===== src/rtl/clkctl_pkg.sv =====
package clkctl_pkg;

   typedef enum logic [1:0] {
      C0_OSC_DIV = 2'd0,
      C0_REF_RAW = 2'd1,
      C0_REF_DIV = 2'd2,
      C0_SPARE   = 2'd3
   } c0_src_e;

   typedef enum logic [1:0] {
      C1_REF_RAW  = 2'd0,
      C1_REF_HALF = 2'd1,
      C1_MAIN     = 2'd2,
      C1_MAIN_HALF = 2'd3
   } c1_src_e;

   typedef enum logic [1:0] {
      ROLE_ENABLE = 2'd0,
      ROLE_SLEEP  = 2'd1,
      ROLE_PSEL   = 2'd2,
      ROLE_CLKOUT = 2'd3
   } pin_role_e;

   localparam logic [1:0] DRIVE_STD   = 2'd1;
   localparam int         NUM_PROF    = 2;
   localparam int         CFG_AW      = 3;
   localparam int         CFG_DW      = 8;
   localparam logic [CFG_AW-1:0] ADDR_MISC = 3'd4;

endpackage


===== src/rtl/clkctl_div.sv =====
module clkctl_div #(
   parameter int CW = 5
) (
   input  logic          clk,
   input  logic          rst_n,
   input  logic          clr,
   input  logic          tick,
   input  logic [CW-1:0] lim,
   output logic          q,
   output logic          wrap_up
);

   logic [CW-1:0] cnt;
   logic          hit;

   assign hit     = (cnt >= lim - 1'b1);
   assign wrap_up = !clr && tick && hit && !q;

   always_ff @(posedge clk or negedge rst_n) begin
      if (!rst_n) begin
         cnt <= '0;
         q   <= 1'b0;
      end else if (clr) begin
         cnt <= '0;
         q   <= 1'b0;
      end else if (tick) begin
         if (hit) begin
            cnt <= '0;
            q   <= !q;
         end else begin
            cnt <= cnt + 1'b1;
         end
      end
   end

   // the divided level only moves on an input edge or a clear
   p_div_hold_r1: assert property (@(posedge clk) disable iff (!rst_n)
      (!clr && !tick) |=> $stable(q));

   // a clear leaves the divider low and at count zero
   p_div_clear_r6: assert property (@(posedge clk) disable iff (!rst_n)
      clr |=> (!q && cnt == '0));

endmodule


===== src/rtl/clkctl_cfg.sv =====
module clkctl_cfg
   import clkctl_pkg::*;
#(
   parameter int P_W = 5
) (
   input  logic              clk,
   input  logic              rst_n,
   input  logic              we,
   input  logic [CFG_AW-1:0] addr,
   input  logic [CFG_DW-1:0] wdata,
   input  logic              use_p2,
   output logic [P_W-1:0]    sel_p,
   output c0_src_e           sel_c0,
   output c1_src_e           sel_c1,
   output pin_role_e         role,
   output logic [1:0]        drive
);

   logic [P_W-1:0] prof_p  [NUM_PROF];
   c0_src_e        prof_c0 [NUM_PROF];
   c1_src_e        prof_c1 [NUM_PROF];

   for (genvar gi = 0; gi < NUM_PROF; gi++) begin : g_prof
      localparam logic [CFG_AW-1:0] A_DIV = CFG_AW'(2 * gi);
      localparam logic [CFG_AW-1:0] A_SRC = CFG_AW'(2 * gi + 1);
      always_ff @(posedge clk or negedge rst_n) begin
         if (!rst_n) begin
            prof_p[gi]  <= P_W'(1);
            prof_c0[gi] <= C0_OSC_DIV;
            prof_c1[gi] <= C1_REF_RAW;
         end else if (we) begin
            if (addr == A_DIV) prof_p[gi] <= wdata[P_W-1:0];
            if (addr == A_SRC) begin
               prof_c0[gi] <= c0_src_e'(wdata[1:0]);
               prof_c1[gi] <= c1_src_e'(wdata[3:2]);
            end
         end
      end
   end

   always_ff @(posedge clk or negedge rst_n) begin
      if (!rst_n) begin
         role  <= ROLE_ENABLE;
         drive <= DRIVE_STD;
      end else if (we && addr == ADDR_MISC) begin
         role  <= pin_role_e'(wdata[1:0]);
         drive <= wdata[3:2];
      end
   end

   assign sel_p  = use_p2 ? prof_p[1]  : prof_p[0];
   assign sel_c0 = use_p2 ? prof_c0[1] : prof_c0[0];
   assign sel_c1 = use_p2 ? prof_c1[1] : prof_c1[0];

   // drive code written at the misc address shows up next cycle
   p_drive_store_r10: assert property (@(posedge clk) disable iff (!rst_n)
      (we && addr == ADDR_MISC) |=> (drive == $past(wdata[3:2])));

endmodule


===== src/rtl/clkctl_route.sv =====
module clkctl_route
   import clkctl_pkg::*;
(
   input  logic      run,
   input  pin_role_e role,
   input  c0_src_e   c0_sel,
   input  c1_src_e   c1_sel,
   input  logic      osc_div,
   input  logic      ref_raw,
   input  logic      ref_div,
   input  logic      ref_half,
   input  logic      main_half,
   output logic      main_clk,
   output logic      side_clk,
   output logic      side_oe
);

   always_comb begin
      main_clk = 1'b0;
      if (run) begin
         unique case (c0_sel)
            C0_REF_RAW: main_clk = ref_raw;
            C0_REF_DIV: main_clk = ref_div;
            default:    main_clk = osc_div;
         endcase
      end
   end

   always_comb begin
      side_oe  = (role == ROLE_CLKOUT);
      side_clk = 1'b0;
      if (side_oe) begin
         unique case (c1_sel)
            C1_REF_RAW:  side_clk = ref_raw;
            C1_REF_HALF: side_clk = ref_half;
            C1_MAIN:     side_clk = main_clk;
            default:     side_clk = main_half;
         endcase
      end
   end

endmodule


===== src/rtl/clkctl_top.sv =====
module clkctl_top
   import clkctl_pkg::*;
#(
   parameter int P_W = 5
) (
   input  logic              clk,
   input  logic              rst_n,
   input  logic              ref_i,
   input  logic              osc_i,
   input  logic              cfg_we,
   input  logic [CFG_AW-1:0] cfg_addr,
   input  logic [CFG_DW-1:0] cfg_wdata,
   input  logic              pad_i,
   input  logic              pad_drv,
   output logic              pad_o,
   output logic              pad_oe,
   output logic              clk0_o,
   output logic              clk0_oe,
   output logic [1:0]        drive_o
);

   if (P_W < 2 || P_W > CFG_DW) begin : g_bad_width
      $error("clkctl_top: P_W must lie between 2 and the write data width");
   end

   localparam logic [P_W-1:0] LIM_ONE = P_W'(1);

   logic           pin_lvl, run, use_p2;
   pin_role_e      role;
   logic [P_W-1:0] sel_p, act_p, eff_p;
   c0_src_e        sel_c0, act_c0;
   c1_src_e        sel_c1, act_c1;
   logic           ref_d, osc_d, main_d;
   logic           ref_tick, osc_tick, main_tick;
   logic           osc_q, ref_q, refh_q, mainh_q;
   logic           osc_wrap, ref_wrap_unused, refh_wrap_unused, mainh_wrap_unused;
   logic           main_clk;

   assign pin_lvl = pad_drv ? pad_i : 1'b1;
   assign run     = !(role == ROLE_SLEEP && !pin_lvl);
   assign use_p2  = (role == ROLE_PSEL) && !pin_lvl;
   assign clk0_oe = !(role == ROLE_ENABLE && !pin_lvl);
   assign eff_p   = (act_p == '0) ? LIM_ONE : act_p;

   clkctl_cfg #(.P_W(P_W)) u_cfg (
      .clk(clk), .rst_n(rst_n), .we(cfg_we), .addr(cfg_addr), .wdata(cfg_wdata),
      .use_p2(use_p2), .sel_p(sel_p), .sel_c0(sel_c0), .sel_c1(sel_c1),
      .role(role), .drive(drive_o)
   );

   always_ff @(posedge clk or negedge rst_n) begin
      if (!rst_n) begin
         ref_d  <= 1'b0;
         osc_d  <= 1'b0;
         main_d <= 1'b0;
      end else begin
         ref_d  <= ref_i;
         osc_d  <= osc_i;
         main_d <= clk0_o;
      end
   end

   assign ref_tick  = ref_i && !ref_d;
   assign osc_tick  = osc_i && !osc_d;
   assign main_tick = clk0_o && !main_d;

   always_ff @(posedge clk or negedge rst_n) begin
      if (!rst_n) begin
         act_p  <= LIM_ONE;
         act_c0 <= C0_OSC_DIV;
         act_c1 <= C1_REF_RAW;
      end else if (osc_wrap) begin
         act_p  <= sel_p;
         act_c0 <= sel_c0;
         act_c1 <= sel_c1;
      end
   end

   clkctl_div #(.CW(P_W)) u_osc_div (
      .clk(clk), .rst_n(rst_n), .clr(!run), .tick(osc_tick), .lim(eff_p),
      .q(osc_q), .wrap_up(osc_wrap));

   clkctl_div #(.CW(P_W)) u_ref_div (
      .clk(clk), .rst_n(rst_n), .clr(!run), .tick(ref_tick), .lim(eff_p),
      .q(ref_q), .wrap_up(ref_wrap_unused));

   clkctl_div #(.CW(P_W)) u_ref_half (
      .clk(clk), .rst_n(rst_n), .clr(!run), .tick(ref_tick), .lim(LIM_ONE),
      .q(refh_q), .wrap_up(refh_wrap_unused));

   clkctl_div #(.CW(P_W)) u_main_half (
      .clk(clk), .rst_n(rst_n), .clr(!run), .tick(main_tick), .lim(LIM_ONE),
      .q(mainh_q), .wrap_up(mainh_wrap_unused));

   clkctl_route u_route (
      .run(run), .role(role), .c0_sel(act_c0), .c1_sel(act_c1),
      .osc_div(osc_q), .ref_raw(ref_d), .ref_div(ref_q), .ref_half(refh_q),
      .main_half(mainh_q), .main_clk(main_clk), .side_clk(pad_o), .side_oe(pad_oe));

   assign clk0_o = main_clk;

   logic unused_cfg_bits;
   assign unused_cfg_bits = ^cfg_wdata;

   // while asleep the dividers are held at zero
   p_sleep_clear_r6: assert property (@(posedge clk) disable iff (!rst_n)
      !run |=> (!osc_q && !ref_q && !refh_q && !mainh_q));

   // the active profile changes only together with a rise of the divided oscillator
   p_switch_on_rise_r9: assert property (@(posedge clk) disable iff (!rst_n)
      (!$stable(act_p) || !$stable(act_c0) || !$stable(act_c1)) |-> $rose(osc_q));

endmodule


===== config.mk =====
export PLATFORM = sky130hd
export DESIGN_NAME = clkctl_top
export DESIGN_NICKNAME = d
export VERILOG_FILES = /design/src/rtl/clkctl_pkg.sv /design/src/rtl/clkctl_div.sv /design/src/rtl/clkctl_cfg.sv /design/src/rtl/clkctl_route.sv /design/src/rtl/clkctl_top.sv
export SDC_FILE = /design/constraint.sdc
export NUM_CORES = 1
export LEC_CHECK = 0
export ABC_AREA = 1
export CAP_MARGIN = 30
export CORE_ASPECT_RATIO = 0.9
export CORE_MARGIN = 8
export CORE_UTILIZATION = 50
export CTS_CLUSTER_SIZE = 25
export DETAILED_ROUTE_END_ITERATION = 8
export PLACE_DENSITY = 0.69
export SYNTH_ARGS = -nofsm -noshare
export SYNTH_HDL_FRONTEND = slang
export SYNTH_HIERARCHICAL = 1
export SYNTH_SLANG_ARGS = --single-unit
export TNS_END_PERCENT = 30

===== constraint.sdc =====
create_clock -name clk -period 6.3 [get_ports clk]
set_input_delay 1.89 -clock clk [delete_from_list [all_inputs] [get_ports clk]]
set_output_delay 1.89 -clock clk [all_outputs]
set_load 0.01 [all_outputs]

==> results.py, run 1 <==
metrics = {
    "worst_setup_path": {
        "critPathArrivalTime_ns": 3.42,
        "crit_slowest_cell": "clkdlybuf4s50_1",
        "cp.required_ns": 4.41,
        "crit_type": "in -> out",
        "start_kind": "input pin",
        "cp_slowest_stage_delay_ns": 0.49,
        "cp_max_fo": 3,
        "cp-end-kind": "primary output",
        "worstPathCellList": "clkdlybuf4s50_1, inv_1, nor2_1, nand3_1, inv_1, nor2_2, and2_2, clkdlybuf4s50_1",
    },
    "cts": {
        "cts-root-buf": "clkbuf_8",
        "postCtsHoldBufs": 0,
        "clock_latency_ns": 0.33,
        "cts_resized": 0,
        "clk_pin_slew_worst_paths_ns": 0.07,
        "clock_path_buffers": 2,
        "cts_sinks": 58,
        "numCtsBuffers": 9,
        "cts_tree": "built",
        "post_cts_buffers": 0,
        "htree_levels": 3,
    },
    "global_route": {
        "grt-busiest-layer": "met2",
        "grt_pass1_wl_um": 13100,
        "antenna_found_initial": 0,
        "grt_pass1_vias": 3069,
        "use_met2": 0.244,
        "global_route.usage.met3": 0.0349,
        "track_usage": 0.148,
        "overflow": 0,
        "grt_use_met1": 0.180,
        "grt_max_degree": 59,
    },
    "placement": {
        "io_buffers": 20,
        "dpl.hpwl_um": 5340,
        "routabilityCongestion": 0.797,
    },
    "power": {
        "ir_drop_mv": 0.159,
        "powerDensity_nw_per_um2": 396,
        "p_switching_uw": 736,
        "power.internal_uw": 990,
        "clock_power_share": 0.173,
        "pwr-share-seq": 0.357,
        "power.total_mw": 1.73,
        "comb_power_share": 0.470,
        "swShare": 0.426,
        "p_leak_nw": 2.32,
    },
    "detailed_routing": {
        "vias_per_cell": 4.67,
        "drc_errors": 0,
        "drt-pass1-iter-count": 4,
        "vias": 3073,
        "wl_um": 7040,
        "ant_nets": 0,
        "wl_per_cell_um": 10.7,
        "drtIter0Drc": 116,
    },
    "layout": {
        "area_growth_syn_to_layout_pct": 12.6,
        "layout.nets": 605,
        "diodes": 0,
        "mostFrequentLayoutCell": "nand2_1",
        "final_cell_mix": "nand2_1 (152), inv_1 (79), dfrtp_1 (54)",
        "drive_above_1_share": 0.116,
    },
    "floorplan": {
        "die_x_um": 109,
        "die_area_um2": 10800,
        "core_area_um2": 7540,
        "die_h_um": 99.5,
        "ios": 24,
        "start_util": 0.513,
        "rows": 30,
    },
    "sta": {
        "max_slew_margin": 0.391,
        "final_max_slew_viol_count": 0,
        "report.final.hold_viol_count": 0,
        "fin_tns_setup_ns": 0,
        "setup_violations": 0,
        "finClkSkew_ns": 0.0106,
        "fin_crit_ns": 5.31,
        "period_share": 0.843,
        "rsz0062_at_grt": "no",
        "fmax_mhz": 188,
        "tightest_slew_ns": 0.909,
    },
    "synthesis": {
        "synth_cells": 517,
        "avgSynthCellArea_um2": 7.49,
        "yosysWarnings": 6,
        "syn_area_um2": 3870,
    },
    "job": {
        "maxCapViolCount": 0,
    },
    "status": {
        "outcome": "completed",
    },
    "min_path": {
        "min_path_type": "reg -> reg",
    },
}
[critical path, delay by kind of cell]
kind,cells,cell delay [ns]
AND/OR/NAND/NOR,4,0.45
buffers and inverters,4,1.07
[registers in the layout, indices dropped and copies added (netlist names)]
| name | cells |
|---|---|
| u_main_half/cnt | 5 |
| main_d | 1 |
| u_osc_div/q | 1 |
| u_cfg/drive | 2 |
| u_cfg/prof_c1 | 4 |
| u_osc_div/cnt | 5 |
| u_cfg/role | 2 |
| act_c0 | 2 |
| u_ref_half/q | 1 |
| u_cfg/prof_p | 10 |
| act_c1 | 2 |
| u_ref_div/cnt | 5 |
| osc_d | 1 |
| u_cfg/prof_c0 | 4 |
| act_p | 5 |
| ref_d | 1 |
| u_ref_div/q | 1 |
| u_main_half/q | 1 |
| u_ref_half/cnt | 5 |
[through the flow]
step / hold WS [ns] / setup slack [ns] / util / cell area [µm²] / instances
floorplan: 0.442 / 1.98 / - / 3940 / 535
global placement: 0.455 / 1.01 / 0.555 / 4190 / 642
detailed placement: 0.457 / 0.988 / 0.555 / 4190 / 642
CTS: 0.468 / 0.988 / 0.578 / 4360 / 658
global route: 0.487 / 0.918 / 0.578 / 4360 / 658
finish: 0.462 / 0.992 / 0.578 / 4360 / 658
[path summary, 6_finish.rpt]
| path | startpoint | endpoint | slack (ns) | cells past startpoint |
|---|---|---|---|---|
| max | pad_drv | clk0_o | 0.99 | 8 |
| min | u_cfg/prof_p[5]$_DFFE_PN1P_ | u_cfg/prof_p[5]$_DFFE_PN1P_ | 0.46 | 2 |
| max reg2reg | act_p[2]$_DFFE_PN0P_ | act_c0[1]$_DFFE_PN0P_ | 3.57 | 16 |
| min reg2reg | u_cfg/prof_p[5]$_DFFE_PN1P_ | u_cfg/prof_p[5]$_DFFE_PN1P_ | 0.46 | 2 |
| max in group asynchronous | rst_n | u_main_half/cnt[0]$_DFFE_PN0P_ | 4.10 | 2 |
| min in group asynchronous | rst_n | u_cfg/drive[1]$_DFFE_PN0P_ | 1.70 | 2 |
[routing by layer]
metal  wire [µm]  vias to the layer above  part of all wire
met5           0                        -                 0
met3         174                       11             0.025
met2        3380                       39              0.48
met4         127                        0             0.018
met1        3360                     1363              0.48
li1            -                     1660                 -
[cell type report]
cell class | instances | area [µm²]
fill | 722 | 3180
multi-input combinational | 376 | 2070
sequential | 58 | 1460
inverter | 90 | 338
timing repair buffer | 22 | 210
clock buffer | 11 | 141
tap | 96 | 120
clock inverter | 5 | 30.0
[power groups by stage]
stage | Sequential [mW] | Clock (mW) | Combinational [mW]
2_1_floorplan | 0.580 | 0 | 0.676
3_3_place_gp | 0.619 | 0 | 0.779
3_5_place_dp | 0.623 | 0 | 0.815
4_1_cts | 0.618 | 0.307 | 0.819
5_1_grt | 0.638 | 0.325 | 0.954
6_report | 0.617 | 0.298 | 0.811
Note: power is estimated with default switching activity, not from simulation.
==> run 2, diff against run 1 <==
clock period = 5.04 ns   (was 6.3 ns; I/O delays follow)
==> results.py, run 2 (synthesis gave the netlist of run 1 again) <==
metrics = {
    "status": {
        "outcome": "completed",
    },
    "cts": {
        "cts_tree": "built",
        "htree_levels": 3,
        "post_cts_buffers": 0,
        "numCtsBuffers": 9,
        "clk_pin_slew_worst_paths_ns": 0.07,
        "clock_path_buffers": 2,
        "cts-root-buf": "clkbuf_8",
        "postCtsHoldBufs": 0,
        "clock_latency_ns": 0.33,
        "cts_sinks": 58,
        "cts_resized": 0,
    },
    "worst_setup_path": {
        "cp-end-kind": "primary output",
        "crit_buf_inv": 4,
        "crit_type": "in -> out",
        "cp_slowest_stage_delay_ns": 0.48,
        "crit_slowest_cell": "clkdlybuf4s50_1",
        "critPathArrivalTime_ns": 3.03,
        "cp_max_fo": 3,
        "start_kind": "input pin",
        "cp_top_family": "buffers and inverters",
        "worstPathCellList": "clkdlybuf4s50_1, inv_1, nor2_1, nand3_1, inv_1, nor2_2, and2_2, clkdlybuf4s50_1",
        "cp.required_ns": 3.53,
    },
    "detailed_routing": {
        "vias": 3112,
        "ant_nets": 0,
        "drc_errors": 0,
        "drt-pass1-iter-count": 4,
        "drtIter0Drc": 106,
        "wl_um": 7280,
        "wl_per_cell_um": 11.1,
        "vias_per_cell": 4.73,
    },
    "sta": {
        "report.final.hold_viol_count": 0,
        "final_max_slew_viol_count": 0,
        "period_share": 0.901,
        "finClkSkew_ns": 0.00809,
        "rsz0062_at_grt": "no",
        "fin_tns_setup_ns": 0,
        "fmax_mhz": 220,
        "fin_crit_ns": 4.54,
        "max_slew_margin": 0.325,
        "tightest_slew_ns": 1.01,
        "setup_violations": 0,
    },
    "layout": {
        "mostFrequentLayoutCell": "nand2_1",
        "multi_input_area_um2": 2070,
        "largest_register_ffs": 10,
        "area_growth_syn_to_layout_pct": 13.8,
        "drive_above_1_share": 0.116,
        "max_flop_register": "u_cfg/prof_p",
        "final_cell_mix": "nand2_1 (152), inv_1 (79), dfrtp_1 (54)",
        "diodes": 0,
        "n_fill_cell": 701,
        "layout.nets": 605,
        "ff_latch_area_um2": 1460,
    },
    "global_route": {
        "grt_pass1_vias": 3161,
        "track_usage": 0.150,
        "grt_max_degree": 36,
        "grt_pass1_wl_um": 13300,
        "antenna_found_initial": 0,
        "overflow": 0,
    },
    "power": {
        "ir_drop_mv": 0.180,
        "power.total_mw": 2.26,
        "powerDensity_nw_per_um2": 512,
        "p_leak_nw": 2.34,
    },
    "job": {
        "maxCapViolCount": 0,
    },
    "floorplan": {
        "core_area_um2": 7540,
        "ios": 24,
        "die_h_um": 99.5,
        "die_area_um2": 10800,
        "die_x_um": 109,
        "rows": 30,
        "start_util": 0.513,
    },
    "placement": {
        "io_buffers": 20,
        "routabilityCongestion": 0.750,
        "dpl.hpwl_um": 5630,
    },
    "min_path": {
        "min_path_type": "reg -> reg",
    },
}
run 2: metrics by stage:
stage,std cells,area [µm²],utilization,setup slack [ns],hold slack [ns]
final,658,4410,0.584,0.500,0.465
after global routing,658,4410,0.584,0.373,0.479
after CTS,658,4410,0.584,0.486,0.468
after detailed placement,642,4190,0.555,0.485,0.457
after global placement,642,4190,0.555,0.495,0.453
after floorplan,535,3940,-,1.48,0.442
run 2: final cells by class:
| type | instances | area share |
|---|---|---|
| multi-input combinational | 376 | 0.469 |
| sequential | 58 | 0.330 |
| inverter | 90 | 0.0766 |
| timing repair buffer | 22 | 0.0477 |
| clock buffer | 11 | 0.0321 |
| tap | 96 | 0.0272 |
| clock inverter | 5 | 0.0176 |
run 2: routing by layer:
layer | GRT usage | up-vias | wire (µm)
li1 | - | 1667 | -
met1 | 0.178 | 1407 | 3440
met2 | 0.254 | 34 | 3580
met3 | 0.0336 | 4 | 166
met4 | 0.0620 | 0 | 84
met5 | 0 | - | 0
run 2: worst reg2reg max path, delay by kind of cell, from the launching register on:
| family | cells | cell delay, ns |
|---|---|---|
| DFF | 1 | 0.47 |
| AOI/OAI and AO/OA | 1 | 0.20 |
| buffers and inverters | 3 | 0.52 |
| adders and majority gates | 2 | 0.53 |
| xor gates and xnor gates | 1 | 0.11 |
| and+or+nand+nor | 9 | 0.83 |
run 2: where the power goes:
group | switching (mW) | total [mW] | internal, mW
Sequential | 0.146 | 0.770 | 0.624
Combinational | 0.594 | 1.02 | 0.426
Clock | 0.178 | 0.469 | 0.290
Total | 0.918 | 2.26 | 1.34
run 2: path summary, 6_finish.rpt:
kind                                             from                      endpoint  slack, ns  cells after the start
max                                           pad_drv                        clk0_o       0.50                      8
min                        u_cfg/drive[0]$_DFFE_PN1P_    u_cfg/drive[0]$_DFFE_PN1P_       0.46                      2
max reg2reg                      act_p[2]$_DFFE_PN0P_         act_c0[1]$_DFFE_PN0P_       2.26                     16
min reg2reg                u_cfg/drive[0]$_DFFE_PN1P_    u_cfg/drive[0]$_DFFE_PN1P_       0.46                      2
max in group asynchronous                       rst_n          act_p[0]$_DFFE_PN1P_       2.92                      2
min in group asynchronous                       rst_n  u_cfg/prof_c1[1]$_DFFE_PN0P_       1.25                      1
==> run 3, diff against run 2 <==
REMOVE_ABC_BUFFERS = 1   (was not set)
SETUP_SLACK_MARGIN = 0.02   (was not set)
==> results.py, run 3 (synthesis gave the netlist of run 1 again) <==
metrics = {
    "worst_setup_path": {
        "worstPathCellList": "clkdlybuf4s50_1, nor2_1, nand3_1, inv_1, nor2_2, nand3_1, a21oi_1, clkdlybuf4s50_1",
        "start_kind": "input pin",
        "crit_slowest_cell": "clkdlybuf4s50_1",
        "r2r-start": "act_p[2]$_DFFE_PN0P_",
        "cp.required_ns": 3.53,
        "critPathArrivalTime_ns": 3.09,
        "cp_max_fo": 2,
        "reg2reg_to": "act_p[2]$_DFFE_PN0P_",
        "cp_slowest_stage_delay_ns": 0.56,
        "cp-end-kind": "primary output",
        "rr_worst_depth": 16,
        "crit_type": "in -> out",
        "rrSetupSlack_ns": 2.19,
    },
    "layout": {
        "diodes": 0,
        "final_cell_mix": "nand2_1 (152), inv_1 (79), dfrtp_1 (54)",
        "area_growth_syn_to_layout_pct": 13.4,
        "drive_above_1_share": 0.117,
        "max_flop_register": "u_cfg/prof_p",
        "layout.nets": 605,
        "largest_register_ffs": 10,
        "mostFrequentLayoutCell": "nand2_1",
    },
    "detailed_routing": {
        "drc_errors": 0,
        "drtIter0Drc": 91,
        "ant_nets": 0,
        "vias": 3064,
        "drt-pass1-iter-count": 4,
        "wl_per_cell_um": 11.3,
        "vias_per_cell": 4.66,
        "wl_um": 7410,
    },
    "min_path": {
        "holdPathStages": 2,
        "min_path_type": "reg -> reg",
        "min-delay-start": "u_cfg/prof_p[0]$_DFFE_PN1P_",
        "whs_endpoint": "u_cfg/prof_p[0]$_DFFE_PN1P_",
    },
    "placement": {
        "dp_slack_ns": 0.434,
        "routabilityCongestion": 0.775,
        "io_buffers": 20,
        "dpl.hpwl_um": 5770,
    },
    "cts": {
        "cts-root-buf": "clkbuf_8",
        "cts_resized": 0,
        "htree_levels": 3,
        "clock_path_buffers": 2,
        "numCtsBuffers": 9,
        "clk_pin_slew_worst_paths_ns": 0.07,
        "clock_latency_ns": 0.33,
        "cts_sinks": 58,
        "cts_tree": "built",
        "post_cts_buffers": 0,
        "postCtsHoldBufs": 0,
    },
    "floorplan": {
        "die_h_um": 99.5,
        "start_util": 0.513,
        "die_x_um": 109,
        "rows": 30,
        "ios": 24,
        "core_area_um2": 7540,
        "die_area_um2": 10800,
    },
    "sta": {
        "fin_crit_ns": 4.60,
        "fin_tns_setup_ns": 0,
        "report.final.hold_viol_count": 0,
        "max_slew_margin": 0.326,
        "tightest_slew_ns": 1.01,
        "final_max_slew_viol_count": 0,
        "setup_violations": 0,
        "setup_ws_ns": 0.439,
        "fmax_mhz": 217,
        "period_share": 0.913,
        "finClkSkew_ns": 0.00692,
        "rsz0062_at_grt": "no",
        "hold_ws_ns": 0.463,
    },
    "global_route": {
        "grt_pass1_vias": 3159,
        "track_usage": 0.157,
        "overflow": 0,
        "grt_pass1_wl_um": 13700,
        "grt_max_degree": 36,
        "antenna_found_initial": 0,
    },
    "power": {
        "power.internal_mw": 1.30,
        "p_switching_uw": 938,
        "pwr-share-seq": 0.346,
        "powerDensity_nw_per_um2": 510,
        "swShare": 0.418,
        "clock_power_share": 0.195,
        "ir_drop_mv": 0.297,
        "comb_power_share": 0.459,
        "p_leak_nw": 2.34,
    },
    "job": {
        "maxCapViolCount": 0,
    },
    "status": {
        "outcome": "completed",
    },
}
## run 3: stage by stage
step	utilization	cell area (µm²)	power [mW]	cells
3_5_place_dp	0.555	4190	1.81	642
5_1_grt	0.582	4390	2.47	658
6_report	0.582	4390	2.24	658
4_1_cts	0.582	4390	2.26	658
2_1_floorplan	-	3860	1.55	524
3_3_place_gp	0.555	4190	1.76	642
## run 3: how the worst max path moves through the flow
| stage | endpoint | cells after the start | slack, ns | start |
|---|---|---|---|---|
| after floorplan | pad_o | 7 | 1.48 | pad_drv |
| after global placement | pad_o | 8 | 0.47 | pad_i |
| after detailed placement | pad_o | 8 | 0.43 | pad_i |
| after CTS | pad_o | 8 | 0.43 | pad_i |
| after global routing | pad_o | 8 | 0.37 | pad_i |
| final | pad_o | 8 | 0.44 | pad_i |
## run 3: routing by layer
metal | up-vias | wire length (µm) | track usage
met5 | - | 0 | 0
met4 | 0 | 89 | 0.0578
met3 | 7 | 217 | 0.0381
met2 | 28 | 3510 | 0.264
met1 | 1367 | 3590 | 0.189
li1 | 1662 | - | -
## run 3: cell type report
type,count,area [µm²]
Fill cell,709,3150
Multi-Input combinational cell,376,2070
Sequential cell,58,1460
Inverter,90,338
Timing Repair Buffer,22,210
Clock buffer,11,151
Tap cell,96,120
Clock inverter,5,52.6
## run 3: critical path: cells and delay by family
kind                   cells  cell delay, ns
AND/OR/NAND/NOR            4            0.35
buffers and inverters      3            1.10
AO/OA/AOI/OAI              1            0.13
## run 3: power by group through the flow
| stage | logic, mW | registers (mW) | clock network, mW |
|---|---|---|---|
| after global placement | 0.987 | 0.775 | 0 |
| after global routing | 1.20 | 0.799 | 0.469 |
| after detailed placement | 1.03 | 0.782 | 0 |
| final | 1.03 | 0.775 | 0.438 |
| after floorplan | 0.809 | 0.739 | 0 |
| after CTS | 1.04 | 0.774 | 0.450 |
